## src/rtl/dcg_pkg.sv

```systemverilog
package dcg_pkg;

    localparam int REG_W    = 32;
    localparam int RATIO_W  = 6;
    localparam int CNT_W    = RATIO_W + 1;
    localparam int STOP_POS = 8;
    localparam logic [REG_W-1:0] RESET_IMAGE = 32'h0000_013F;

    typedef struct packed {
        logic [RATIO_W-1:0] ratio_m1;
        logic               stop;
    } ctl_t;

    function automatic int sel_width(input int nsrc);
        return (nsrc == 8) ? 3 : ((nsrc == 4) ? 2 : 1);
    endfunction

    function automatic int sel_lsb(input int nsrc);
        return (nsrc == 8) ? 12 : 6;
    endfunction

    function automatic logic [REG_W-1:0] used_mask(input int nsrc);
        logic [REG_W-1:0] m;
        m = 32'h0000_013F;
        if (nsrc > 1)
            m = m | (((32'd1 << sel_width(nsrc)) - 32'd1) << sel_lsb(nsrc));
        return m;
    endfunction

    function automatic logic [CNT_W-1:0] high_ticks(input logic [CNT_W-1:0] ratio);
        return ratio >> 1;
    endfunction

    function automatic logic [CNT_W-1:0] low_ticks(input logic [CNT_W-1:0] ratio);
        return ratio - (ratio >> 1);
    endfunction

endpackage

```

## src/rtl/dcg_regfile.sv

```systemverilog
module dcg_regfile
    import dcg_pkg::*;
#(
    parameter int NSRC = 4,
    localparam int SEL_W = sel_width(NSRC),
    localparam int SEL_LSB = sel_lsb(NSRC)
) (
    input  logic             clk,
    input  logic             rst,
    input  logic             wr_en,
    input  logic [REG_W-1:0] wr_data,
    output logic [REG_W-1:0] image_o,
    output ctl_t             ctl_o,
    output logic [SEL_W-1:0] src_o
);
    localparam logic [REG_W-1:0] MASK = used_mask(NSRC);

    logic [REG_W-1:0] image_q;
    logic [REG_W-1:0] merged;

    // Masked write with the nonzero-ratio-while-stopped rule
    always_comb begin
        merged = wr_data & MASK;
        if (merged[STOP_POS] && (merged[RATIO_W-1:0] == '0))
            merged[RATIO_W-1:0] = '1;
    end

    always_ff @(posedge clk) begin
        if (rst)
            image_q <= RESET_IMAGE;
        else if (wr_en)
            image_q <= merged;
    end

    assign image_o        = image_q;
    assign ctl_o.ratio_m1 = image_q[RATIO_W-1:0];
    assign ctl_o.stop     = image_q[STOP_POS];

    generate
        if (NSRC > 1) begin : g_sel
            assign src_o = image_q[SEL_LSB +: SEL_W];
        end else begin : g_nosel
            assign src_o = '0;
        end
    endgenerate

endmodule

```

## src/rtl/dcg_src_select.sv

```systemverilog
module dcg_src_select
    import dcg_pkg::*;
#(
    parameter int NSRC = 4,
    localparam int SEL_W = sel_width(NSRC)
) (
    input  logic             clk,
    input  logic             rst,
    input  logic [NSRC-1:0]  src_tick,
    input  logic [SEL_W-1:0] req_src,
    input  logic             core_idle,
    output logic             tick_o,
    output logic [SEL_W-1:0] act_src_o,
    output logic             pending_o
);
    generate
        if (NSRC > 1) begin : g_multi
            logic [SEL_W-1:0] act_q;

            always_ff @(posedge clk) begin
                if (rst)
                    act_q <= '0;
                else if ((req_src != act_q) && core_idle)
                    act_q <= req_src;
            end

            assign tick_o    = src_tick[act_q];
            assign act_src_o = act_q;
            assign pending_o = (req_src != act_q);
        end else begin : g_single
            logic unused_in;
            assign unused_in = clk ^ rst ^ core_idle ^ (^req_src);
            assign tick_o    = src_tick[0];
            assign act_src_o = '0;
            assign pending_o = 1'b0;
        end
    endgenerate

endmodule

```

## src/rtl/dcg_div_core.sv

```systemverilog
module dcg_div_core
    import dcg_pkg::*;
(
    input  logic               clk,
    input  logic               rst,
    input  logic               tick,
    input  logic [RATIO_W-1:0] ratio_m1,
    input  logic               run_req,
    output logic               out_o,
    output logic               idle_o
);
    logic             run_q;
    logic             out_q;
    logic [CNT_W-1:0] rem_q;
    logic [CNT_W-1:0] ratio_q;
    logic [CNT_W-1:0] ratio_new;
    logic             pass_mode;

    assign ratio_new = {1'b0, ratio_m1} + CNT_W'(1);
    assign pass_mode = (ratio_q == CNT_W'(1));

    always_ff @(posedge clk) begin
        if (rst) begin
            run_q   <= 1'b0;
            out_q   <= 1'b0;
            rem_q   <= CNT_W'(1);
            ratio_q <= CNT_W'(1);
        end else if (!run_q) begin
            out_q <= 1'b0;
            if (run_req && tick) begin
                run_q   <= 1'b1;
                out_q   <= 1'b1;
                ratio_q <= ratio_new;
                rem_q   <= high_ticks(ratio_new);
            end
        end else if (out_q) begin
            if (pass_mode) begin
                if (tick && run_req) begin
                    ratio_q <= ratio_new;
                    rem_q   <= high_ticks(ratio_new);
                end else begin
                    out_q <= 1'b0;
                    rem_q <= CNT_W'(1);
                    if (!run_req)
                        run_q <= 1'b0;
                end
            end else if (tick) begin
                if (rem_q == CNT_W'(1)) begin
                    out_q <= 1'b0;
                    rem_q <= low_ticks(ratio_q);
                    if (!run_req)
                        run_q <= 1'b0;
                end else begin
                    rem_q <= rem_q - CNT_W'(1);
                end
            end
        end else begin
            if (!run_req) begin
                run_q <= 1'b0;
            end else if (tick) begin
                if (rem_q == CNT_W'(1)) begin
                    out_q   <= 1'b1;
                    ratio_q <= ratio_new;
                    rem_q   <= high_ticks(ratio_new);
                end else begin
                    rem_q <= rem_q - CNT_W'(1);
                end
            end
        end
    end

    assign out_o  = out_q;
    assign idle_o = !run_q;

endmodule

```

## src/rtl/dcg_top.sv

```systemverilog
module dcg_top
    import dcg_pkg::*;
#(
    parameter int NSRC = 4,
    localparam int SEL_W = sel_width(NSRC)
) (
    input  logic             clk,
    input  logic             rst,
    input  logic             wr_en,
    input  logic [REG_W-1:0] wr_data,
    output logic [REG_W-1:0] rd_data,
    input  logic [NSRC-1:0]  src_tick,
    output logic             div_out,
    output logic             enabled
);
    ctl_t             ctl;
    logic [SEL_W-1:0] req_src;
    logic [SEL_W-1:0] act_src;
    logic             sel_tick;
    logic             pending;
    logic             core_idle;

    dcg_regfile #(.NSRC(NSRC)) regs_i (
        .clk     (clk),
        .rst     (rst),
        .wr_en   (wr_en),
        .wr_data (wr_data),
        .image_o (rd_data),
        .ctl_o   (ctl),
        .src_o   (req_src)
    );

    dcg_src_select #(.NSRC(NSRC)) sel_i (
        .clk       (clk),
        .rst       (rst),
        .src_tick  (src_tick),
        .req_src   (req_src),
        .core_idle (core_idle),
        .tick_o    (sel_tick),
        .act_src_o (act_src),
        .pending_o (pending)
    );

    dcg_div_core core_i (
        .clk      (clk),
        .rst      (rst),
        .tick     (sel_tick),
        .ratio_m1 (ctl.ratio_m1),
        .run_req  (!ctl.stop && !pending),
        .out_o    (div_out),
        .idle_o   (core_idle)
    );

    assign enabled = !ctl.stop;

endmodule

```

## config.mk

```make
export PLATFORM = sky130hd
export DESIGN_NAME = dcg_top
export DESIGN_NICKNAME = d
export VERILOG_FILES = /design/src/rtl/dcg_pkg.sv /design/src/rtl/dcg_regfile.sv /design/src/rtl/dcg_src_select.sv /design/src/rtl/dcg_div_core.sv /design/src/rtl/dcg_top.sv
export SDC_FILE = /design/constraint.sdc
export NUM_CORES = 1
export LEC_CHECK = 0
export ABC_AREA = 1
export BUFFER_PORTS_ARGS = -buffer_cell sky130_fd_sc_hd__clkbuf_2
export CAP_MARGIN = 10
export CORE_MARGIN = 3
export CORE_UTILIZATION = 47
export DETAILED_ROUTE_END_ITERATION = 7
export GPL_TIMING_DRIVEN = 0
export PLACE_DENSITY = 0.88
export SYNTH_ARGS = -nofsm -noshare
export SYNTH_HDL_FRONTEND = slang
export SYNTH_HIERARCHICAL = 1
export SYNTH_SLANG_ARGS = --single-unit
```

## constraint.sdc

```tcl
create_clock -name clk -period 1.6 [get_ports clk]
set_clock_uncertainty 0.05 [all_clocks]
set_input_delay 0.08 -clock clk [delete_from_list [all_inputs] [get_ports clk]]
set_output_delay 0.08 -clock clk [all_outputs]
set_load 0.02 [all_outputs]
```

* Word level (Yosys, flattened, before mapping)
Cells that the tools add are included.
Storage, ports and cells: register bits after elaboration 27, input bits 39, output and inout port bits 34, logic and storage cells 65
Operators by class: add/subtract/negate cells 3, magnitude comparators 1, eq/ne operators 8, muxes and demuxes 36, reduce and logical (&&, ||, !) cells 11
Operators with widths (count):
- $mux W7 | 16
- $mux W1 | 17
- $eq A7 B1 Y1 const B | 2
- $mux W6 | 2
- $ne A3 B2 Y1 const B | 3
- $reduce_and A4 Y1 | 2
- $add A6 B1 Y7 const B | 1
- $sub A7 B1 Y7 const B | 1
- $sub A7 B6 Y7 | 1
- $logic_not A6 Y1 | 1
- $ne A3 B3 Y1 const B | 2
- $logic_and A1 B1 Y1 | 4
- $logic_not A1 Y1 | 3
- $lt A2 B3 Y1 const B | 1
- $bmux W1 S2 | 1
- $ne A2 B2 Y1 | 1
- $reduce_bool A2 Y1 | 1

* Logic depth before layout (Yosys ltp)
depth after elaboration 9, mapped depth 13, mapped depth without buffers 13

* By module
The synthesis kept the hierarchy.
By module, submodules not included:
- dcg_div_core | instances 1, cells each 262, area an instance 1584.0 µm², sequential area each 320.3 µm²
- dcg_regfile | instances 1, cells each 90, area an instance 628.1 µm², sequential area each 180.2 µm²
- dcg_src_select | instances 1, cells each 25, area an instance 146.4 µm², sequential area each 40.0 µm²
- dcg_top | instances 1, cells each 2, area an instance 7.5 µm², sequential area each 0.0 µm²

* Least setup slack after synthesis
Ideal clock, no wire load.
kind reg2reg, from register core_i.ratio_q[0], to register core_i.rem_q[2], setup time 109 ps, arrival time 1601 ps, required time 1441 ps, slack -159 ps, cell stages (with the launch flop) 11, buffers on the path 0, period minus slack after synthesis 1759 ps, cells stage by stage dfxtp_1 > inv_1 > ha_1 > fa_1 > or2_2 > nand3_1 > nand3_1 > o21ai_0 > nand3_1 > nand2_1 > inv_1
On the way: longest elaborated chain between the ends 6, elaborated cells between the ends (all ways) 9, classes of those cells add/sub (1); eq/ne (2); mux (5); reduce/logical (1)
Ends and longest elaborated chain:
- start: declaration | RTL line dcg_div_core.sv:15 | logic [CNT_W-1:0] ratio_q;
- start signal: assignment | RTL line dcg_div_core.sv:33 | ratio_q <= ratio_new;
- start signal: assignment | RTL line dcg_div_core.sv:39 | ratio_q <= ratio_new;
- start signal: assignment | RTL line dcg_div_core.sv:63 | ratio_q <= ratio_new;
- $sub A7 B6 Y7 | RTL line dcg_pkg.sv:35 | return ratio - (ratio >> 1);
- $mux W7 | RTL line dcg_div_core.sv:48 | if (rem_q == CNT_W'(1)) begin
- $mux W7 | RTL line dcg_div_core.sv:47 | end else if (tick) begin
- $mux W7 | RTL line dcg_div_core.sv:37 | if (pass_mode) begin
- $mux W7 | RTL line dcg_div_core.sv:36 | end else if (out_q) begin
- $mux W7 | RTL line dcg_div_core.sv:28 | end else if (!run_q) begin
- end signal: assignment | RTL line dcg_div_core.sv:34 | rem_q <= high_ticks(ratio_new);
- end signal: assignment | RTL line dcg_div_core.sv:40 | rem_q <= high_ticks(ratio_new);
- end signal: assignment | RTL line dcg_div_core.sv:50 | rem_q <= low_ticks(ratio_q);
- end: declaration | RTL line dcg_div_core.sv:14 | logic [CNT_W-1:0] rem_q;
Parallel ways exist; a longest one is shown, timed or not. The select of a mux whose other input is x is not followed. A chain may end at the register's enable or synchronous reset.

* Final worst setup path
from register core_i.ratio_q[2], to register core_i.rem_q[4]
Same word-level chain as after synthesis.

==> flow_metrics.tcl <==
set metrics [dict create \
    outcome "finished with violations" \
    violations "negative setup slack" \
    crit_family "simple AND/OR/NAND/NOR gates" \
    cp_max_fo 3 \
    top_area_cells_in_the_synthesized_netlist "dfxtp_1 (23%), nand2_1 (15%), buf_4 (10%)" \
    coreArea_sq_um 4790 \
    first_global_vias 2384 \
    drt_pre_antenna_iters 5 \
    buf_inv_on_cp 2 \
    cp_slowest_stage_delay_ns 0.42 \
    synth_top_area_cell "dfxtp_1" \
    synth.cell_area_sq_um 2370 \
    cts-root-buf "clkbuf_8" \
    most_common_flop_cell_mapped_by_yosys "dfxtp_1" \
    peak_ir_drop_on_the_vdd_network_uv 592 \
    timing.final.setup_violations 14 \
    clk_pin_slew_ns 0.11 \
    ys_seq_elements 27 \
    crit_type "reg2reg" \
    internal_power_mw 1.28 \
    htreeDepth 1 \
    layout-area-overhead-vs-synth_pct 31.3 \
    detailedRoute.firstIterationViolations 212 \
    slowest_stage "fa_2" \
    power_frac_clock 0.193 \
    synthesis.yosys.warnings 6 \
    finalCritPeriodShare 1.10 \
    fillers 406 \
    yosysSeqAreaShare 0.228 \
    timing.final.ws_setup_ns -0.154 \
    cellPowerDensity_nw_per_um2 700 \
    netlist.area_leader.share 0.228 \
    regArea_sq_um 564 \
    synth_enable_flop_cells 0 \
    arr_time_crit_path_ns 1.90 \
    num_rows 25 \
    grt_antenna_before_repair 0 \
    finalHoldViolations 0 \
    chipWidth_um 77.0 \
    async_flop_share 0 \
    seq_power_share 0.354 \
    finalHoldWorstSlack_ns 0.00797 \
    dp.cells 493 \
    cts-root-to-sink-buffers 2 \
    clock_latency_ns 0.29 \
    grt_pass1_wl_um 9970 \
    layout-drive-gt1-share 0.351 \
    timing.critical_path.mode_cell "nor2_1" \
    fin_crit_ns 1.75 \
    viasPerCell 5.11 \
    layout.cells.non_filler 517 \
    place_worst_setup_slack_ns -0.247 \
    global_route.usage.total 0.201 \
    clock_sink_count 27 \
    share_comb_of_total_power 0.453 \
    cts_tree "built" \
    yosysUniqueCellTypes 35 \
    swShare 0.409 \
    report.final.slew_viol_count 0 \
    worstSetupStartpointType "register" \
    ios 73 \
    syn_area_per_cell_sq_um 6.24 \
    p_leak_nw 1.62 \
    overflow 0 \
    dp_hpwl_um 4280 \
    grt_setup_unrepaired "yes" \
    cts-buffers-inserted 3 \
    max_freq_ghz 0.570 \
    min_path_type "in2reg" \
    port_buffers 25 \
    num_antenna_cells 0 \
    dieHeight_um 77.0 \
    power_switching_uw 888 \
    initial_core_util 0.494 \
    design.final.nets 503 \
    grt_start_max_net_pins 16 \
    drc 0 \
    floorplan.die_area_sq_um 5920 \
    final_weighted_congestion_of_routability_driven_global_placement 0.953 \
    timing.critical_path.to_type "register" \
    detail_route.wirelength_um 6400 \
    max_cap_viol_count 0 \
    critical_path_cell_sequence "buf_4 -> fa_2 -> inv_2 -> nand2_2 -> a21oi_2 -> nor2_1 -> nor2_1 -> nor2_1 -> nor2_1 -> nor2_1" \
    antenna_violating_nets_post_route 0 \
    cp_data_required_time_ns 1.74 \
    multi_input_comb_area_sq_um 1620 \
    drt-wirelength-per-cell_um 12.4 \
    synthCells 379 \
    vias 2643 \
]
[sequential cells by signal, summed over array words and instances (netlist names)]
name,count
core_i/rem_q,7
core_i/out_o,1
regs_i/image_o,9
core_i/ratio_q,7
core_i/run_q,1
sel_i/act_src_o,2
[power groups by stage]
stage                     clock [mW]  combinational (mW)  sequential, mW
final                          0.419               0.985           0.769
after global routing           0.442                1.08           0.775
after CTS                      0.417               0.883           0.764
after detailed placement           0               0.784           0.776
after global placement             0               0.763           0.772
after floorplan                    0               0.620           0.769
[worst paths after layout]
check                                                    start                        endpoint  slack, ns  depth (start not counted)
worst max register to register  core_i/ratio_q[2]$_SDFFE_PP0P_    core_i/rem_q[4]$_SDFFE_PP0P_      -0.15                         10
worst min-delay path                                     wr_en  regs_i/image_o[2]$_SDFFE_PP1P_      0.008                          3
worst max-delay path            core_i/ratio_q[2]$_SDFFE_PP0P_    core_i/rem_q[4]$_SDFFE_PP0P_      -0.15                         10
worst min register to register  core_i/ratio_q[5]$_SDFFE_PP0P_  core_i/ratio_q[5]$_SDFFE_PP0P_       0.44                          2
[cell families after synthesis]
| family | after synthesis | synth area share |
|---|---|---|
| simple gates | 182 | 0.341 |
| buf+inv | 92 | 0.206 |
| compound gates | 61 | 0.140 |
| flops | 27 | 0.228 |
| fa+ha+maj | 13 | 0.0719 |
| xor+xnor | 3 | 0.0111 |
| other cells | 1 | 0.00158 |
[per-stage QoR]
stage | utilization | power, mW | area (sq um) | setup TNS, ns
2_1_floorplan | - | 1.39 | 2480 | -0.0487
3_3_place_gp | 0.561 | 1.53 | 2690 | -1.91
3_5_place_dp | 0.561 | 1.56 | 2690 | -2.35
4_1_cts | 0.618 | 2.06 | 2960 | -1.08
5_1_grt | 0.649 | 2.30 | 3110 | -2.57
6_report | 0.649 | 2.17 | 3110 | -1.22
[what timing repair did]
action	CTS	global route
buffers inserted	15	3
pin swaps	20	16
cloned	1	0
gates resized for setup	37	44
setup endpoints to repair	16	16
endpoints found under the hold margin	3	0
hold buffers	3	0
[worst reg2reg max path: stages (launching register included)]
cell	delay [ns]
dfxtp_4	0.37
buf_4	0.14
fa_2	0.43
inv_2	0.09
nand2_2	0.07
a21oi_2	0.13
nor2_1	0.07
nor2_1	0.12
nor2_1	0.07
nor2_1	0.10
nor2_1	0.04
[layout make-up]
cell class | count | share of cell area
buffer | 34 | 0.0846
clock buffer | 3 | 0.0133
clock inverter | 1 | 0.00161
inverter | 56 | 0.0701
multi-input combinational | 282 | 0.522
sequential | 27 | 0.182
tap | 67 | 0.0270
timing repair buffer | 47 | 0.0995
[per-layer routing]
layer | vias to the layer above | wire length [um] | track usage
met5 | - | 0 | 0
met4 | 0 | 229 | 0.0688
met3 | 26 | 488 | 0.0258
met2 | 147 | 3210 | 0.381
met1 | 1178 | 2480 | 0.229
li1 | 1292 | - | -
[synth_stat cells, types with 3 or more instances]
cell type  count
nand2_2        4
inv_2          4
ha_1          12
inv_1         51
a21oi_1       25
buf_4         32
xnor2_1        3
o21ai_0       27
nand3_1       25
dfxtp_1       27
o21a_1         3
nor2_2         3
nand2_1       94
nor2_1        40
nand4_1        4
[placed cells by master (no fill, tap or decap), types with 2 or more instances in the layout]
master and count:
nand4_1 4, a21oi_1 16, o21bai_1 2, clkbuf_2 25, buf_6 4, dfxtp_2 7, nor2_1 35, nand2_2 7
dfxtp_1 16, dlygate4sd3_1 3, nor2_4 5, ha_1 7, inv_4 3, nor3_1 2, buf_4 47, o21ai_0 14
nand3_2 4, nand3_1 21, a21oi_4 2, ha_2 2, o21ai_2 4, o21ai_1 10, ha_4 3, clkbuf_8 4
a21oi_2 8, dfxtp_4 4, nor2_2 5, nand2_1 90, o21a_1 3, xnor2_2 2, conb_1 23, inv_1 41
inv_2 12
No activity file was read; power rests on OpenSTA's default activity.
